==> src/rtl/vic_pkg.sv <==
package vic_pkg;
  localparam int ADDR_W = 3;

  typedef enum logic [ADDR_W-1:0] {
    RA_CFG   = 3'd0,
    RA_MASK  = 3'd1,
    RA_PEND  = 3'd2,
    RA_INSRV = 3'd3,
    RA_VEC   = 3'd4
  } reg_addr_e;

  localparam int CFG_ORD_LSB = 0;
  localparam int CFG_HP_LSB  = 8;
  localparam int CFG_LVL_LSB = 13;
  localparam int CFG_LVL_W   = 3;
  localparam int CFG_EN_BIT  = 23;
  localparam logic [31:0] CFG_RST = 32'h0000_001B;
endpackage

==> src/rtl/vic_src_bank.sv <==
module vic_src_bank #(
  parameter int N       = 32,
  parameter int ERR_VEC = 0,
  parameter int VW      = $clog2(N)
) (
  input  logic          clk,
  input  logic          rst_n,
  input  logic [N-1:0]  src_req,
  input  logic          mask_we,
  input  logic [N-1:0]  mask_wdata,
  input  logic          clr_we,
  input  logic [N-1:0]  clr_data,
  input  logic          set_we,
  input  logic [VW-1:0] set_idx,
  output logic [N-1:0]  pend_q,
  output logic [N-1:0]  mask_q,
  output logic [N-1:0]  insrv_q
);
  for (genvar i = 0; i < N; i++) begin : g_src
    if (i == ERR_VEC) begin : g_rsv
      assign pend_q[i]  = 1'b0;
      assign mask_q[i]  = 1'b0;
      assign insrv_q[i] = 1'b0;
    end else begin : g_live
      logic pend_d, mask_d, insrv_d;
      logic pend_r, mask_r, insrv_r;

      always_comb begin
        pend_d  = src_req[i];
        mask_d  = mask_we ? mask_wdata[i] : mask_r;
        insrv_d = insrv_r;
        if (clr_we && clr_data[i]) insrv_d = 1'b0;
        if (set_we && (set_idx == VW'(i))) insrv_d = 1'b1;
      end

      always_ff @(posedge clk or negedge rst_n) begin
        if (!rst_n) begin
          pend_r  <= 1'b0;
          mask_r  <= 1'b0;
          insrv_r <= 1'b0;
        end else begin
          pend_r  <= pend_d;
          mask_r  <= mask_d;
          insrv_r <= insrv_d;
        end
      end

      assign pend_q[i]  = pend_r;
      assign mask_q[i]  = mask_r;
      assign insrv_q[i] = insrv_r;
    end
  end
endmodule

==> src/rtl/vic_prio_sel.sv <==
module vic_prio_sel #(
  parameter int N        = 32,
  parameter int SER_BASE = 26,
  parameter int VW       = $clog2(N)
) (
  input  logic [N-1:0]  elig,
  input  logic [VW-1:0] hp_sel,
  input  logic [7:0]    grp_ord,
  output logic          any,
  output logic [VW-1:0] vec
);
  localparam int GRP = 4;

  logic [N-1:0]  rank;
  logic [VW-1:0] best;

  always_comb begin
    rank = elig;
    for (int k = 0; k < GRP; k++) begin
      rank[SER_BASE+GRP-1-k] = elig[SER_BASE + int'(grp_ord[2*k +: 2])];
    end
    best = '0;
    for (int r = 0; r < N; r++) begin
      if (rank[r]) best = VW'(r);
    end
    vec = best;
    for (int k = 0; k < GRP; k++) begin
      if (best == VW'(SER_BASE+GRP-1-k)) vec = VW'(SER_BASE) + VW'(grp_ord[2*k +: 2]);
    end
    if (elig[hp_sel]) vec = hp_sel;
    any = (|rank) | elig[hp_sel];
  end
endmodule

==> src/rtl/vic_top.sv <==
module vic_top
  import vic_pkg::*;
#(
  parameter int N        = 32,
  parameter int ERR_VEC  = 0,
  parameter int SER_BASE = 26,
  localparam int VW      = $clog2(N)
) (
  input  logic              clk,
  input  logic              rst_n,
  input  logic [N-1:0]      src_req,
  input  logic [ADDR_W-1:0] bus_addr,
  input  logic              bus_wr,
  input  logic              bus_rd,
  input  logic [31:0]       bus_wdata,
  output logic [31:0]       bus_rdata,
  output logic              irq_out,
  output logic [3:0]        host_level
);
  localparam int VEC_LSB = 16 - VW;

  logic [1:0] rst_sync;
  logic       rst_s;

  always_ff @(posedge clk or negedge rst_n) begin
    if (!rst_n) rst_sync <= 2'b00;
    else        rst_sync <= {rst_sync[0], 1'b1};
  end
  assign rst_s = rst_sync[1];

  logic [31:0]   cfg_q, cfg_d;
  logic [VW-1:0] vec_q, vec_d;
  logic [31:0]   rdata_q, rdata_d;
  logic [N-1:0]  pend_q, mask_q, insrv_q, elig;
  logic          sel_any;
  logic [VW-1:0] sel_vec;
  logic          cfg_we, mask_we, clr_we, ack_wr, set_we;
  logic          cfg_en;

  assign cfg_we  = bus_wr && (bus_addr == RA_CFG);
  assign mask_we = bus_wr && (bus_addr == RA_MASK);
  assign clr_we  = bus_wr && (bus_addr == RA_INSRV);
  assign ack_wr  = bus_wr && (bus_addr == RA_VEC) && bus_wdata[0];
  assign set_we  = ack_wr && sel_any;
  assign cfg_en  = cfg_q[CFG_EN_BIT];

  vic_src_bank #(.N(N), .ERR_VEC(ERR_VEC), .VW(VW)) u_bank (
    .clk        (clk),
    .rst_n      (rst_s),
    .src_req    (src_req),
    .mask_we    (mask_we),
    .mask_wdata (bus_wdata[N-1:0]),
    .clr_we     (clr_we),
    .clr_data   (bus_wdata[N-1:0]),
    .set_we     (set_we),
    .set_idx    (sel_vec),
    .pend_q     (pend_q),
    .mask_q     (mask_q),
    .insrv_q    (insrv_q)
  );

  assign elig = pend_q & mask_q & ~insrv_q;

  vic_prio_sel #(.N(N), .SER_BASE(SER_BASE), .VW(VW)) u_sel (
    .elig    (elig),
    .hp_sel  (cfg_q[CFG_HP_LSB +: VW]),
    .grp_ord (cfg_q[CFG_ORD_LSB +: 8]),
    .any     (sel_any),
    .vec     (sel_vec)
  );

  always_comb begin
    cfg_d = cfg_we ? bus_wdata : cfg_q;
    vec_d = vec_q;
    if (ack_wr) vec_d = sel_any ? sel_vec : VW'(ERR_VEC);
    rdata_d = rdata_q;
    if (bus_rd) begin
      case (bus_addr)
        RA_CFG:   rdata_d = cfg_q;
        RA_MASK:  rdata_d = 32'(mask_q);
        RA_PEND:  rdata_d = 32'(pend_q);
        RA_INSRV: rdata_d = 32'(insrv_q);
        RA_VEC:   rdata_d = 32'(vec_q) << VEC_LSB;
        default:  rdata_d = '0;
      endcase
    end
  end

  always_ff @(posedge clk or negedge rst_s) begin
    if (!rst_s) begin
      cfg_q   <= CFG_RST;
      vec_q   <= '0;
      rdata_q <= '0;
    end else begin
      cfg_q   <= cfg_d;
      vec_q   <= vec_d;
      rdata_q <= rdata_d;
    end
  end

  assign bus_rdata  = rdata_q;
  assign irq_out    = cfg_en && (|elig);
  assign host_level = {cfg_q[CFG_LVL_LSB +: CFG_LVL_W], 1'b0};
endmodule

==> config.mk <==
export PLATFORM = sky130hd
export DESIGN_NAME = vic_top
export DESIGN_NICKNAME = d
export VERILOG_FILES = /design/src/rtl/vic_pkg.sv /design/src/rtl/vic_src_bank.sv /design/src/rtl/vic_prio_sel.sv /design/src/rtl/vic_top.sv
export SDC_FILE = /design/constraint.sdc
export NUM_CORES = 1
export LEC_CHECK = 0
export ABC_AREA = 0
export CAP_MARGIN = 0
export CORE_UTILIZATION = 60
export DETAILED_ROUTE_END_ITERATION = 12
export PLACE_DENSITY_LB_ADDON = 0.05
export REMOVE_ABC_BUFFERS = 1
export SLEW_MARGIN = 20
export SYNTH_ARGS = -nofsm -noshare
export SYNTH_HDL_FRONTEND = slang
export SYNTH_SLANG_ARGS = --single-unit
==> constraint.sdc <==
create_clock -name clk -period 11.75 [get_ports clk]
set_input_delay 2.9375 -clock clk [delete_from_list [all_inputs] [get_ports clk]]
set_output_delay 2.9375 -clock clk [all_outputs]
set_load 0.01 [all_outputs]
==> flow_summary.yaml <==
timing:
  report.final.slew_viol_count: 0
  finalClockSkew_ns: 0.00691
  finalSetupViolCount: 0
  tightest_slew_ns: 1.15
  rsz0062_at_grt: "false"
  hold_violations: 0
  worst_slack_ns: 5.61
  period_share_pct: 52.3
  period_minus_slack_ns: 6.14
  relSlewSlack_pct: 23.4
  fin_tns_setup_ns: 0
  max_freq_mhz: 163
layout:
  areaGrowthSynthToFinish_pct: 22.7
  final_common_cell: "dfrtp_1"
  layout-drive-gt1-share_pct: 17.9
  finalNonFillerCells: 996
  final_cell_mix: "dfrtp_1 (159), clkdlybuf4s50_1 (105), nand2_1 (90), mux2_2 (67)"
  fillCellCount: 850
  layout.nets: 878
  diodes: 0
  postLayoutCellArea_mm2: 0.00991
power:
  pwr-share-clk_pct: 29.6
  intPower_mw: 1.27
  p_per_area_mw_per_mm2: 202
  power_frac_seq_pct: 37.6
  swShare_pct: 36.4
  p_leak_nw: 4.04
  power.switching_mw: 0.727
  irDropWorstVdd_mv: 0.124
  total_power_mw: 2.00
  comb_power_share_pct: 32.8
setup_path:
  worstSetupPathType: "flop to output port"
  crit_path_start_kind: "flop"
  critPathRequiredTime_ns: 8.81
  rrSetupSlack_ns: 7.61
  worst-r2r-cell-count: 8
  worstReg2RegEnd: "u_bank.g_src[16].g_live.insrv_r$_DFFE_PN0P_"
  critPathArrivalTime_ns: 3.21
  crit_path_end_kind: "output port"
  r2r_start: "cfg_q[9]$_DFFE_PN0P_"
  path_max_fanout: 6
placement:
  place_hpwl_mm: 16.2
  dp_slack_ns: 5.71
  placedCellCount: 964
  gp_congestion: 0.882
  dpl_cell_area_mm2: 0.00928
  numPortBuffers: 105
floorplanning:
  num_rows: 42
  core_mm2: 0.0132
  die_area_mm2: 0.0139
  dieHeight_um: 118
  die_w_um: 118
  ios: 108
  start_util_pct: 61.2
clock_tree:
  root_buffer: "clkbuf_16"
  numCtsBuffers: 17
  cts_tree: "built"
  cts_sinks: 164
  clockBufferDepth: 2
  ctsResizeCount: 0
  clk_pin_slew_ns: 0.06
  cts_hold_buf: 0
  cts_setup_buffers: 0
  clk_latency_ns: 0.44
  htree_levels: 4
logic_synthesis:
  postSynthAreaPerCell_um2: 11.3
  yosys_warnings: 0
  synth_cell_type_count: 67
  syn-cell-area_mm2: 0.00808
  synth_top_cell_by_area: "dfrtp_1"
  synth_edf_count: 0
  synth_top_flop_cell: "dfrtp_1"
  yosys-top-cells-area: "dfrtp_1 (50%), mux2_2 (9.3%), nand2_1 (4.2%), a221oi_1 (3.7%), a22o_1 (3.1%)"
  yosysSeqAreaShare_pct: 50.9
  synth_top_area_share_pct: 49.6
  async_reset_ff_share_pct: 100
  ys_ff_latch: 164
  synth_cells: 715
global_routing:
  grt_overflow: 0
  grt_max_degree: 77
  grt_first_pass_wirelength_mm: 38.7
  antenna_found_initial: 0
  grt_use_total_pct: 37.2
  grt_pass1_vias: 6895
route:
  ant_nets: 0
  wirelength_mm: 24.8
  drtIter0Drc: 737
  drc_errors: 0
  wl_per_cell_um: 24.9
  vias: 6784
  via_per_inst: 6.81
  dr.pass1.iters: 5
worst_hold_path:
  min_path_type: "flop to asynchronous set/reset pin"
flow_run:
  drv_cap: 0
run_status:
  status: "complete, no violations"
-- per-stage QoR --
stage | hold WS (ns) | util (%)
detailed placement | 0.183 | 70.4
floorplan | 0.331 | -
finish | 0.181 | 75.1
global route | 0.205 | 75.1
CTS | 0.191 | 75.1
global placement | 0.176 | 70.3
-- sequential cells by signal, indices dropped and copies added (netlist names) --
name and count:
rst_sync 2, u_bank.g_src.g_live.insrv_r 31, cfg_q 32, bus_rdata 32
vec_q 5, u_bank.g_src.g_live.mask_r 31, u_bank.g_src.g_live.pend_r 31
-- cell usage after synthesis (all sizes together), types with 3 or more instances --
master	number
a211oi	4
a21o	3
a21oi	12
a221oi	34
a22o	29
and2	9
and3b	12
buf	19
clkbuf	26
dfrtp	160
dfstp	4
inv	35
mux2	68
mux2i	9
mux4	7
nand2	90
nand2b	5
nand3	8
nand3b	26
nand4	8
nor2	11
nor2b	3
nor3	5
o211ai	3
o21ai	18
o22ai	33
o31ai	3
o41ai	31
or3	3
-- kinds of logic after synthesis --
kind of cell	synth area share (%)
compound gates	19.9
simple gates	12.3
flops	50.9
mux	12.6
buf+inv	4.15
other cells	0.0930
-- layout make-up --
type                       count  area [µm²]  share of cell area [%]
tap                          176         220                    2.22
clock buffer                  24         472                    4.76
multi-input combinational    471        3670                    37.1
inverter                      35         131                    1.33
sequential                   164        4110                    41.5
clock inverter                 8         150                    1.52
timing repair buffer         118        1150                    11.6
-- how the worst max path moves through the flow --
stage / depth (start not counted) / start / end
3_3_place_gp: 6 / bus_addr[1] / u_bank.g_src[24].g_live.insrv_r$_DFFE_PN0P_
3_5_place_dp: 6 / bus_addr[1] / u_bank.g_src[16].g_live.insrv_r$_DFFE_PN0P_
4_1_cts: 6 / u_bank.g_src[23].g_live.mask_r$_DFFE_PN0P_ / irq_out
6_report: 6 / u_bank.g_src[23].g_live.mask_r$_DFFE_PN0P_ / irq_out
2_1_floorplan: 3 / bus_addr[2] / cfg_q[11]$_DFFE_PN0P_
5_1_grt: 6 / u_bank.g_src[23].g_live.mask_r$_DFFE_PN0P_ / irq_out
-- routing by layer --
layer	global-route usage [%]	vias up	part of all wire (%)
met4	17.5	0	3.2
met3	7.70	85	7.8
met2	58.6	385	48
li1	-	2905	-
met1	49.4	3409	41
met5	0	-	0
-- worst max-delay path: stages (launching register included) --
cell             delay, ns
dfrtp_1               0.40
and3b_1               0.27
or2_2                 0.32
or3_1                 0.41
or4b_1                0.55
o31a_1                0.34
clkdlybuf4s50_1       0.49
-- power groups by stage --
stage | sequential, mW | clock (mW) | combinational [mW]
after floorplan | 0.740 | 0 | 0.375
after global placement | 0.746 | 0 | 0.615
after detailed placement | 0.756 | 0 | 0.632
after CTS | 0.748 | 0.593 | 0.641
after global routing | 0.761 | 0.616 | 0.685
final | 0.751 | 0.592 | 0.655
Power figures use the tool's default switching activity.
